## config.mk

```make
export PLATFORM = sky130hd
export DESIGN_NAME = pmic_regbank
export DESIGN_NICKNAME = d
export VERILOG_FILES = /design/src/rtl/pmic_regbank_pkg.sv /design/src/rtl/pmic_sync_bank.sv /design/src/rtl/pmic_cfg_store.sv /design/src/rtl/pmic_read_mux.sv /design/src/rtl/pmic_regbank.sv
export SDC_FILE = /design/constraint.sdc
export NUM_CORES = 1
export LEC_CHECK = 0
export ABC_AREA = 1
export ABC_CLOCK_PERIOD_IN_PS = 1400
export BUFFER_PORTS_ARGS = -buffer_cell sky130_fd_sc_hd__buf_2
export CORE_ASPECT_RATIO = 1.25
export CORE_UTILIZATION = 50
export DETAILED_ROUTE_END_ITERATION = 7
export PLACE_DENSITY = 0.78
export SLEW_MARGIN = 20
export SYNTH_ARGS = -nofsm -noshare
export SYNTH_HDL_FRONTEND = slang
export SYNTH_HIERARCHICAL = 1
export SYNTH_SLANG_ARGS = --single-unit
```

## constraint.sdc

```tcl
create_clock -name clk -period 1.4 [get_ports clk]
set_clock_uncertainty 0.05 [all_clocks]
set_input_delay 0.14 -clock clk [delete_from_list [all_inputs] [get_ports clk]]
set_output_delay 0.14 -clock clk [all_outputs]
set_load 0.1 [all_outputs]
```

## src/rtl/pmic_regbank_pkg.sv

```systemverilog
package pmic_regbank_pkg;
  localparam int RB_DATA_W     = 8;
  localparam int RB_ADDR_W     = 4;
  localparam int RB_NUM_REGS   = 9;
  localparam int RB_NUM_LDO    = 9;
  localparam int WIDE_CODE_W   = 5;
  localparam int NARROW_CODE_W = 3;
  localparam int STAT_W        = 4;

  typedef logic [WIDE_CODE_W-1:0]   wide_code_t;
  typedef logic [NARROW_CODE_W-1:0] narrow_code_t;
  typedef logic [RB_ADDR_W-1:0]     rb_addr_t;
  typedef logic [RB_DATA_W-1:0]     rb_byte_t;

  // regulator index on the vector ports
  localparam int LDO_RX   = 0;
  localparam int LDO_TX   = 1;
  localparam int LDO_PLL  = 2;
  localparam int LDO_TCXO = 3;
  localparam int LDO_CAM  = 4;
  localparam int LDO_ANA  = 5;
  localparam int LDO_CORE = 6;
  localparam int LDO_PAD  = 7;
  localparam int LDO_MOT  = 8;

  // register addresses
  localparam rb_addr_t RA_PAD    = 4'd0;
  localparam rb_addr_t RA_CORE   = 4'd1;
  localparam rb_addr_t RA_MOT    = 4'd2;
  localparam rb_addr_t RA_ANACAM = 4'd3;
  localparam rb_addr_t RA_TCXORX = 4'd4;
  localparam rb_addr_t RA_PLLTX  = 4'd5;
  localparam rb_addr_t RA_ENABLE = 4'd6;
  localparam rb_addr_t RA_DISCHG = 4'd7;
  localparam rb_addr_t RA_STATUS = 4'd8;

  localparam wide_code_t   CAM_DFLT = 5'd9;
  localparam wide_code_t   MOT_DFLT = 5'd1;
  localparam narrow_code_t ANA_DFLT = 3'd1;
  localparam narrow_code_t RF_DFLT  = 3'd6;

  localparam logic [RB_NUM_LDO-1:0] EN_DFLT  = 9'b0_1110_1000;
  localparam logic [RB_NUM_LDO-1:0] DIS_DFLT = '1;

  // wide code steps 50 mV from 1350 mV
  function automatic wide_code_t wide_code_of_mv(input int mv);
    return wide_code_t'((mv - 1350) / 50);
  endfunction

  function automatic wide_code_t core_dflt_code(input logic strap_hi);
    return strap_hi ? wide_code_of_mv(1800) : wide_code_of_mv(1350);
  endfunction

  function automatic wide_code_t pad_dflt_code(input logic strap_hi);
    return strap_hi ? wide_code_of_mv(2600) : wide_code_of_mv(1800);
  endfunction

  function automatic rb_byte_t pack_split(input narrow_code_t hi_code,
                                          input narrow_code_t lo_code);
    return {1'b0, hi_code, 1'b0, lo_code};
  endfunction
endpackage

```

## src/rtl/pmic_sync_bank.sv

```systemverilog
module pmic_sync_bank #(
  parameter int WIDTH  = 4,
  parameter int STAGES = 2
) (
  input  logic             clk,
  input  logic             rst_n,
  input  logic [WIDTH-1:0] din,
  output logic [WIDTH-1:0] dout
);
  logic [WIDTH-1:0] stg [STAGES];

  for (genvar s = 0; s < STAGES; s++) begin : g_stage
    if (s == 0) begin : g_first
      always_ff @(posedge clk) begin
        if (!rst_n) stg[s] <= '0;
        else        stg[s] <= din;
      end
    end else begin : g_next
      always_ff @(posedge clk) begin
        if (!rst_n) stg[s] <= '0;
        else        stg[s] <= stg[s-1];
      end
    end
  end

  assign dout = stg[STAGES-1];
endmodule

```

## src/rtl/pmic_cfg_store.sv

```systemverilog
module pmic_cfg_store
  import pmic_regbank_pkg::*;
(
  input  logic                      clk,
  input  logic                      rst_n,
  input  logic                      load_defaults,
  input  logic                      strap_core_hi,
  input  logic                      strap_pad_hi,
  input  logic [RB_NUM_REGS-2:0]    wr_stb,
  input  rb_byte_t                  wdata,
  output logic                      dflt_flag,
  output wide_code_t                code_pad,
  output wide_code_t                code_core,
  output wide_code_t                code_mot,
  output wide_code_t                code_cam,
  output narrow_code_t              code_ana,
  output narrow_code_t              code_tcxo,
  output narrow_code_t              code_rx,
  output narrow_code_t              code_tx,
  output narrow_code_t              code_pll,
  output logic [RB_NUM_LDO-1:0]     en,
  output logic [RB_NUM_LDO-1:0]     dis
);
  logic defaults_evt;
  assign defaults_evt = !rst_n || load_defaults;

  // register 0: flag can only be cleared by a write
  always_ff @(posedge clk) begin
    if (defaults_evt) begin
      dflt_flag <= 1'b1;
      code_pad  <= pad_dflt_code(strap_pad_hi);
    end else if (wr_stb[RA_PAD]) begin
      code_pad <= wdata[WIDE_CODE_W-1:0];
      if (!wdata[RB_DATA_W-1]) dflt_flag <= 1'b0;
    end
  end

  // register 1
  always_ff @(posedge clk) begin
    if (defaults_evt)         code_core <= core_dflt_code(strap_core_hi);
    else if (wr_stb[RA_CORE]) code_core <= wdata[WIDE_CODE_W-1:0];
  end

  // register 2: MOT enable, discharge, code
  always_ff @(posedge clk) begin
    if (defaults_evt) begin
      en[LDO_MOT]  <= EN_DFLT[LDO_MOT];
      dis[LDO_MOT] <= DIS_DFLT[LDO_MOT];
      code_mot     <= MOT_DFLT;
    end else if (wr_stb[RA_MOT]) begin
      en[LDO_MOT]  <= wdata[7];
      dis[LDO_MOT] <= wdata[6];
      code_mot     <= wdata[WIDE_CODE_W-1:0];
    end
  end

  // register 3
  always_ff @(posedge clk) begin
    if (defaults_evt) begin
      code_ana <= ANA_DFLT;
      code_cam <= CAM_DFLT;
    end else if (wr_stb[RA_ANACAM]) begin
      code_ana <= wdata[7:5];
      code_cam <= wdata[WIDE_CODE_W-1:0];
    end
  end

  // register 4
  always_ff @(posedge clk) begin
    if (defaults_evt) begin
      code_rx   <= RF_DFLT;
      code_tcxo <= RF_DFLT;
    end else if (wr_stb[RA_TCXORX]) begin
      code_rx   <= wdata[6:4];
      code_tcxo <= wdata[2:0];
    end
  end

  // register 5
  always_ff @(posedge clk) begin
    if (defaults_evt) begin
      code_tx  <= RF_DFLT;
      code_pll <= RF_DFLT;
    end else if (wr_stb[RA_PLLTX]) begin
      code_tx  <= wdata[6:4];
      code_pll <= wdata[2:0];
    end
  end

  // registers 6 and 7: bit n maps to regulator index n
  always_ff @(posedge clk) begin
    if (defaults_evt)           en[RB_DATA_W-1:0] <= EN_DFLT[RB_DATA_W-1:0];
    else if (wr_stb[RA_ENABLE]) en[RB_DATA_W-1:0] <= wdata;
  end

  always_ff @(posedge clk) begin
    if (defaults_evt)           dis[RB_DATA_W-1:0] <= DIS_DFLT[RB_DATA_W-1:0];
    else if (wr_stb[RA_DISCHG]) dis[RB_DATA_W-1:0] <= wdata;
  end
endmodule

```

## src/rtl/pmic_read_mux.sv

```systemverilog
module pmic_read_mux
  import pmic_regbank_pkg::*;
(
  input  rb_addr_t                 addr,
  input  logic                     dflt_flag,
  input  wide_code_t               code_pad,
  input  wide_code_t               code_core,
  input  wide_code_t               code_mot,
  input  wide_code_t               code_cam,
  input  narrow_code_t             code_ana,
  input  narrow_code_t             code_tcxo,
  input  narrow_code_t             code_rx,
  input  narrow_code_t             code_tx,
  input  narrow_code_t             code_pll,
  input  logic [RB_NUM_LDO-1:0]    en,
  input  logic [RB_NUM_LDO-1:0]    dis,
  input  logic [STAT_W-1:0]        status,
  output rb_byte_t                 rdata
);
  localparam int WIDE_PAD = RB_DATA_W - WIDE_CODE_W;

  always_comb begin
    unique case (addr)
      RA_PAD:    rdata = {dflt_flag, {(WIDE_PAD-1){1'b0}}, code_pad};
      RA_CORE:   rdata = {{WIDE_PAD{1'b0}}, code_core};
      RA_MOT:    rdata = {en[LDO_MOT], dis[LDO_MOT], 1'b0, code_mot};
      RA_ANACAM: rdata = {code_ana, code_cam};
      RA_TCXORX: rdata = pack_split(code_rx, code_tcxo);
      RA_PLLTX:  rdata = pack_split(code_tx, code_pll);
      RA_ENABLE: rdata = en[RB_DATA_W-1:0];
      RA_DISCHG: rdata = dis[RB_DATA_W-1:0];
      RA_STATUS: rdata = {{(RB_DATA_W-STAT_W){1'b0}}, status};
      default:   rdata = '0;
    endcase
  end
endmodule

```

## src/rtl/pmic_regbank.sv

```systemverilog
module pmic_regbank
  import pmic_regbank_pkg::*;
#(
  parameter int SYNC_STAGES = 2
) (
  input  logic                       clk,
  input  logic                       rst_n,
  input  logic                       load_defaults,
  input  logic                       strap_core_hi,
  input  logic                       strap_pad_hi,
  input  logic                       chg_src_n,
  input  logic                       temp_ok,
  input  logic                       chg_fault_n,
  input  logic                       chg_busy_n,
  input  logic                       bus_wr,
  input  logic [RB_ADDR_W-1:0]       bus_addr,
  input  logic [RB_DATA_W-1:0]       bus_wdata,
  output logic [RB_DATA_W-1:0]       bus_rdata,
  output logic [RB_NUM_LDO-1:0]      ldo_en,
  output logic [RB_NUM_LDO-1:0]      ldo_dischg,
  output logic [WIDE_CODE_W-1:0]     code_pad,
  output logic [WIDE_CODE_W-1:0]     code_core,
  output logic [WIDE_CODE_W-1:0]     code_cam,
  output logic [WIDE_CODE_W-1:0]     code_mot,
  output logic [NARROW_CODE_W-1:0]   code_ana,
  output logic [NARROW_CODE_W-1:0]   code_tcxo,
  output logic [NARROW_CODE_W-1:0]   code_rx,
  output logic [NARROW_CODE_W-1:0]   code_tx,
  output logic [NARROW_CODE_W-1:0]   code_pll
);
  // named internal events for the checker
  logic [RB_NUM_REGS-1:0] wr_stb;
  logic                   dflt_flag;
  logic [STAT_W-1:0]      status_raw;
  logic [STAT_W-1:0]      status_sync;

  for (genvar i = 0; i < RB_NUM_REGS; i++) begin : g_dec
    if (i == int'(RA_STATUS)) begin : g_ro
      assign wr_stb[i] = 1'b0;
    end else begin : g_rw
      assign wr_stb[i] = bus_wr && (bus_addr == rb_addr_t'(i));
    end
  end

  assign status_raw = {chg_busy_n, chg_fault_n, temp_ok, chg_src_n};

  pmic_sync_bank #(
    .WIDTH  (STAT_W),
    .STAGES (SYNC_STAGES)
  ) u_sync (
    .clk   (clk),
    .rst_n (rst_n),
    .din   (status_raw),
    .dout  (status_sync)
  );

  pmic_cfg_store u_store (
    .clk           (clk),
    .rst_n         (rst_n),
    .load_defaults (load_defaults),
    .strap_core_hi (strap_core_hi),
    .strap_pad_hi  (strap_pad_hi),
    .wr_stb        (wr_stb[RB_NUM_REGS-2:0]),
    .wdata         (bus_wdata),
    .dflt_flag     (dflt_flag),
    .code_pad      (code_pad),
    .code_core     (code_core),
    .code_mot      (code_mot),
    .code_cam      (code_cam),
    .code_ana      (code_ana),
    .code_tcxo     (code_tcxo),
    .code_rx       (code_rx),
    .code_tx       (code_tx),
    .code_pll      (code_pll),
    .en            (ldo_en),
    .dis           (ldo_dischg)
  );

  pmic_read_mux u_rmux (
    .addr      (bus_addr),
    .dflt_flag (dflt_flag),
    .code_pad  (code_pad),
    .code_core (code_core),
    .code_mot  (code_mot),
    .code_cam  (code_cam),
    .code_ana  (code_ana),
    .code_tcxo (code_tcxo),
    .code_rx   (code_rx),
    .code_tx   (code_tx),
    .code_pll  (code_pll),
    .en        (ldo_en),
    .dis       (ldo_dischg),
    .status    (status_sync),
    .rdata     (bus_rdata)
  );
endmodule

```

==> results.yml <==
outcome:
  status: "complete, but fails checks"
  violations: "setup timing"
global_routing:
  overflow: 0
  grt_usage_pct: 30.14
  first_global_vias: 2696
  antenna_found_initial: 0
  grt_max_degree: 23
  grt_first_pass_wirelength_um: 13700
floorplanning:
  die_y_um: 85.88
  fp.coreArea_um2: 5443
  die_x_um: 69.10
  ios: 83
  rows: 30
  start_util_pct: 51.70
  fp.dieArea_um2: 5934
logic_synthesis:
  synth-seq-cells: 62
  yosysSeqAreaShare_pct: 47.67
  synth_fa_ha_area_share_pct: 0
  synth_cells: 392
  syn_area_um2: 2814
  ys_top_cells_by_area: "dfxtp_1, nand2_1, nand3_1"
  synthMuxAreaShare_pct: 0
  synth_compound_area_share_pct: 3.557
  synthXorXnorAreaFrac_pct: 0
  yosysWarnings: 6
  yosys.area.top_type_share_pct: 36.99
  avgSynthCellArea_um2: 7.178
  yosys.area_share.simple_pct: 40.11
  syn-num-nets: 414
  yosysUniqueCellTypes: 18
  synth_top_family_by_area: "simple AND/OR/NAND/NOR gates"
  yosysTopAreaCell: "dfxtp_1"
worst_setup_path:
  critical_path_class: "flop to output port"
  cp_cell_sequence: "nand3_1, nand2_1, a21oi_2, nand2_4, buf_12"
  required_ns: 1.21
  cp_num_buf_inv: 1
  crit_family: "flip-flops"
  cp.arrival_ns: 1.34
  critPathMaxStageDelay_ns: 0.40
  cpMaxStageDelayCell: "edfxtp_1"
  start_kind: "flop"
  cp_max_fo: 2
  cp-end-kind: "output port"
place:
  dpl.hpwl_um: 6373
  io_buffers: 82
  placed_cells: 542
  post-place-ws_ns: -0.09360
  place_congestion: 0.9260
pwr:
  p_per_area_nw_per_um2: 1057
  peakVddDrop_uv: 894.9
  total_power_uw: 4260
  power_switching_uw: 1453
  comb_power_share_pct: 23.5
  p_sw_share_pct: 34.12
  p_leak_uw: 0.001941
  p_clk_share_pct: 32.6
  p_seq_share_pct: 43.9
  internal_power_uw: 2806
clocking:
  cts-root-buf: "clkbuf_8"
  path_clk_slew_ns: 0.07
  cts_buffer_depth: 2
  clk-insertion-delay-late_ns: 0.34
  htree_levels: 3
  cts_sinks: 62
  tritoncts.num_buffers: 9
  tritoncts: "yes"
route:
  vias_per_cell: 5.466
  drc_errors: 0
  first_pass_iters: 5
  drtAntennaViolNets: 0
  routedWlPerCell_um: 16.23
  via_count: 3121
  totalWireLength_um: 9266
  drt_iter0_markers: 333
final_layout:
  nNetsFinal: 524
  fin_util_pct: 74.02
  syn2layout_area_growth_pct: 43.17
  final_cell_mix: "nand2_1, buf_2, nand3_1"
  multi_input_area_um2: 1405
  final-seq-area_um2: 1410
  final_common_cell: "nand2_1"
  diodes: 0
  instances_no_fill: 571
  drive_above_1_share_pct: 39.45
  fill_cells: 394
timing:
  setup_viol: 6
  slew_headroom_pct: 67.19
  fin_crit_ns: 1.530
  max_freq_mhz: 653.5
  timing.final.crit_share_pct: 109.3
  holdWs_ns: 0.03802
  hold_viol_final: 0
  rsz0062_at_grt: "true"
  slew_violations: 0
  tightest_slew_ns: 0.4956
  setup_slack_ns: -0.1302
job:
  cap_violations: 0
worst_hold_path:
  hp-class: "input pin to flop"
==> cell families (layout without fill, tap and decap cells) <==
| family | after synthesis | count (layout) |
|---|---|---|
| compound gates | 20 | 20 |
| buf+inv | 46 | 161 |
| flops | 62 | 62 |
| simple gates | 264 | 264 |
==> layout make-up <==
type / count / area share (%)
clock buffers: 12 / 3.602
clock inverters: 4 / 0.5590
inverters: 31 / 2.888
multi-input cells: 284 / 34.88
flip-flops and latches: 62 / 35.00
well taps: 64 / 1.988
repair buffers: 114 / 21.09
==> flip-flops by register name, summed over array words and instances (netlist names), 5 cells and up <==
| name | count |
|---|---|
| u_store/code_core | 5 |
| u_store/en | 9 |
| u_store/dis | 9 |
| u_store/code_cam | 5 |
| u_store/code_pad | 5 |
| u_store/code_mot | 5 |
| u_sync/stg | 8 |
==> what timing repair did <==
action / CTS / global route
resized for setup: 11 / 31
hold buffers: 4 / 0
hold endpoints to repair: 4 / 0
setup buffers: 5 / 4
pin swaps: 7 / 18
endpoints found under the setup margin: 7 / 10
==> final timing paths <==
path	from	to	slack, ns	cells past startpoint
max reg2reg	u_store/en[1]	u_store/en[1]	0.68	2
min reg2reg	u_sync/stg[0][2]	u_sync/stg[1][2]	0.38	2
max	u_store/code_pad[3]	bus_rdata[3]	-0.13	5
min	strap_pad_hi	u_store/code_pad[4]	0.04	3
==> tightest hold or removal path, stage by stage <==
cell and delay (ns):
buf_2 0.07, nand2_1 0.04, nand2_1 0.06
==> layer usage <==
metal / track usage, % / vias to the layer above / part of all wire, %
li1: - / 1466 / -
met1: 39.33 / 1421 / 40
met2: 47.93 / 208 / 48
met3: 6.228 / 26 / 9.2
met4: 14.10 / 0 / 3.0
met5: 0 / - / 0
==> power groups by stage <==
stage               clock network [µW]  logic, µW  registers, µW
CTS                               1390        945           1860
detailed placement                   0        899           1910
finish                            1390       1000           1870
global placement                     0        891           1910
global route                      1470       1040           1870
floorplan                            0        364           2170
==> cell usage after synthesis <==
master	number
buf_2	3
inv_1	30
edfxtp_1	10
inv_2	1
buf_4	6
or2_2	1
nand4_1	1
nor3b_1	1
dfxtp_1	52
nor2_4	3
nand2_1	158
nand3_1	69
o21ai_0	1
nor2_2	3
nor2_1	26
a21oi_1	19
buf_6	6
nand3_2	2
==> per-stage QoR <==
stage               TNS [ns]  instance area, µm²
floorplan             -1.632                2959
global placement     -0.2062                3622
detailed placement   -0.3891                3622
CTS                  -0.5250                3900
global route         -0.8494                4029
finish               -0.5392                4029
Note: power is estimated with default switching activity, not from simulation.
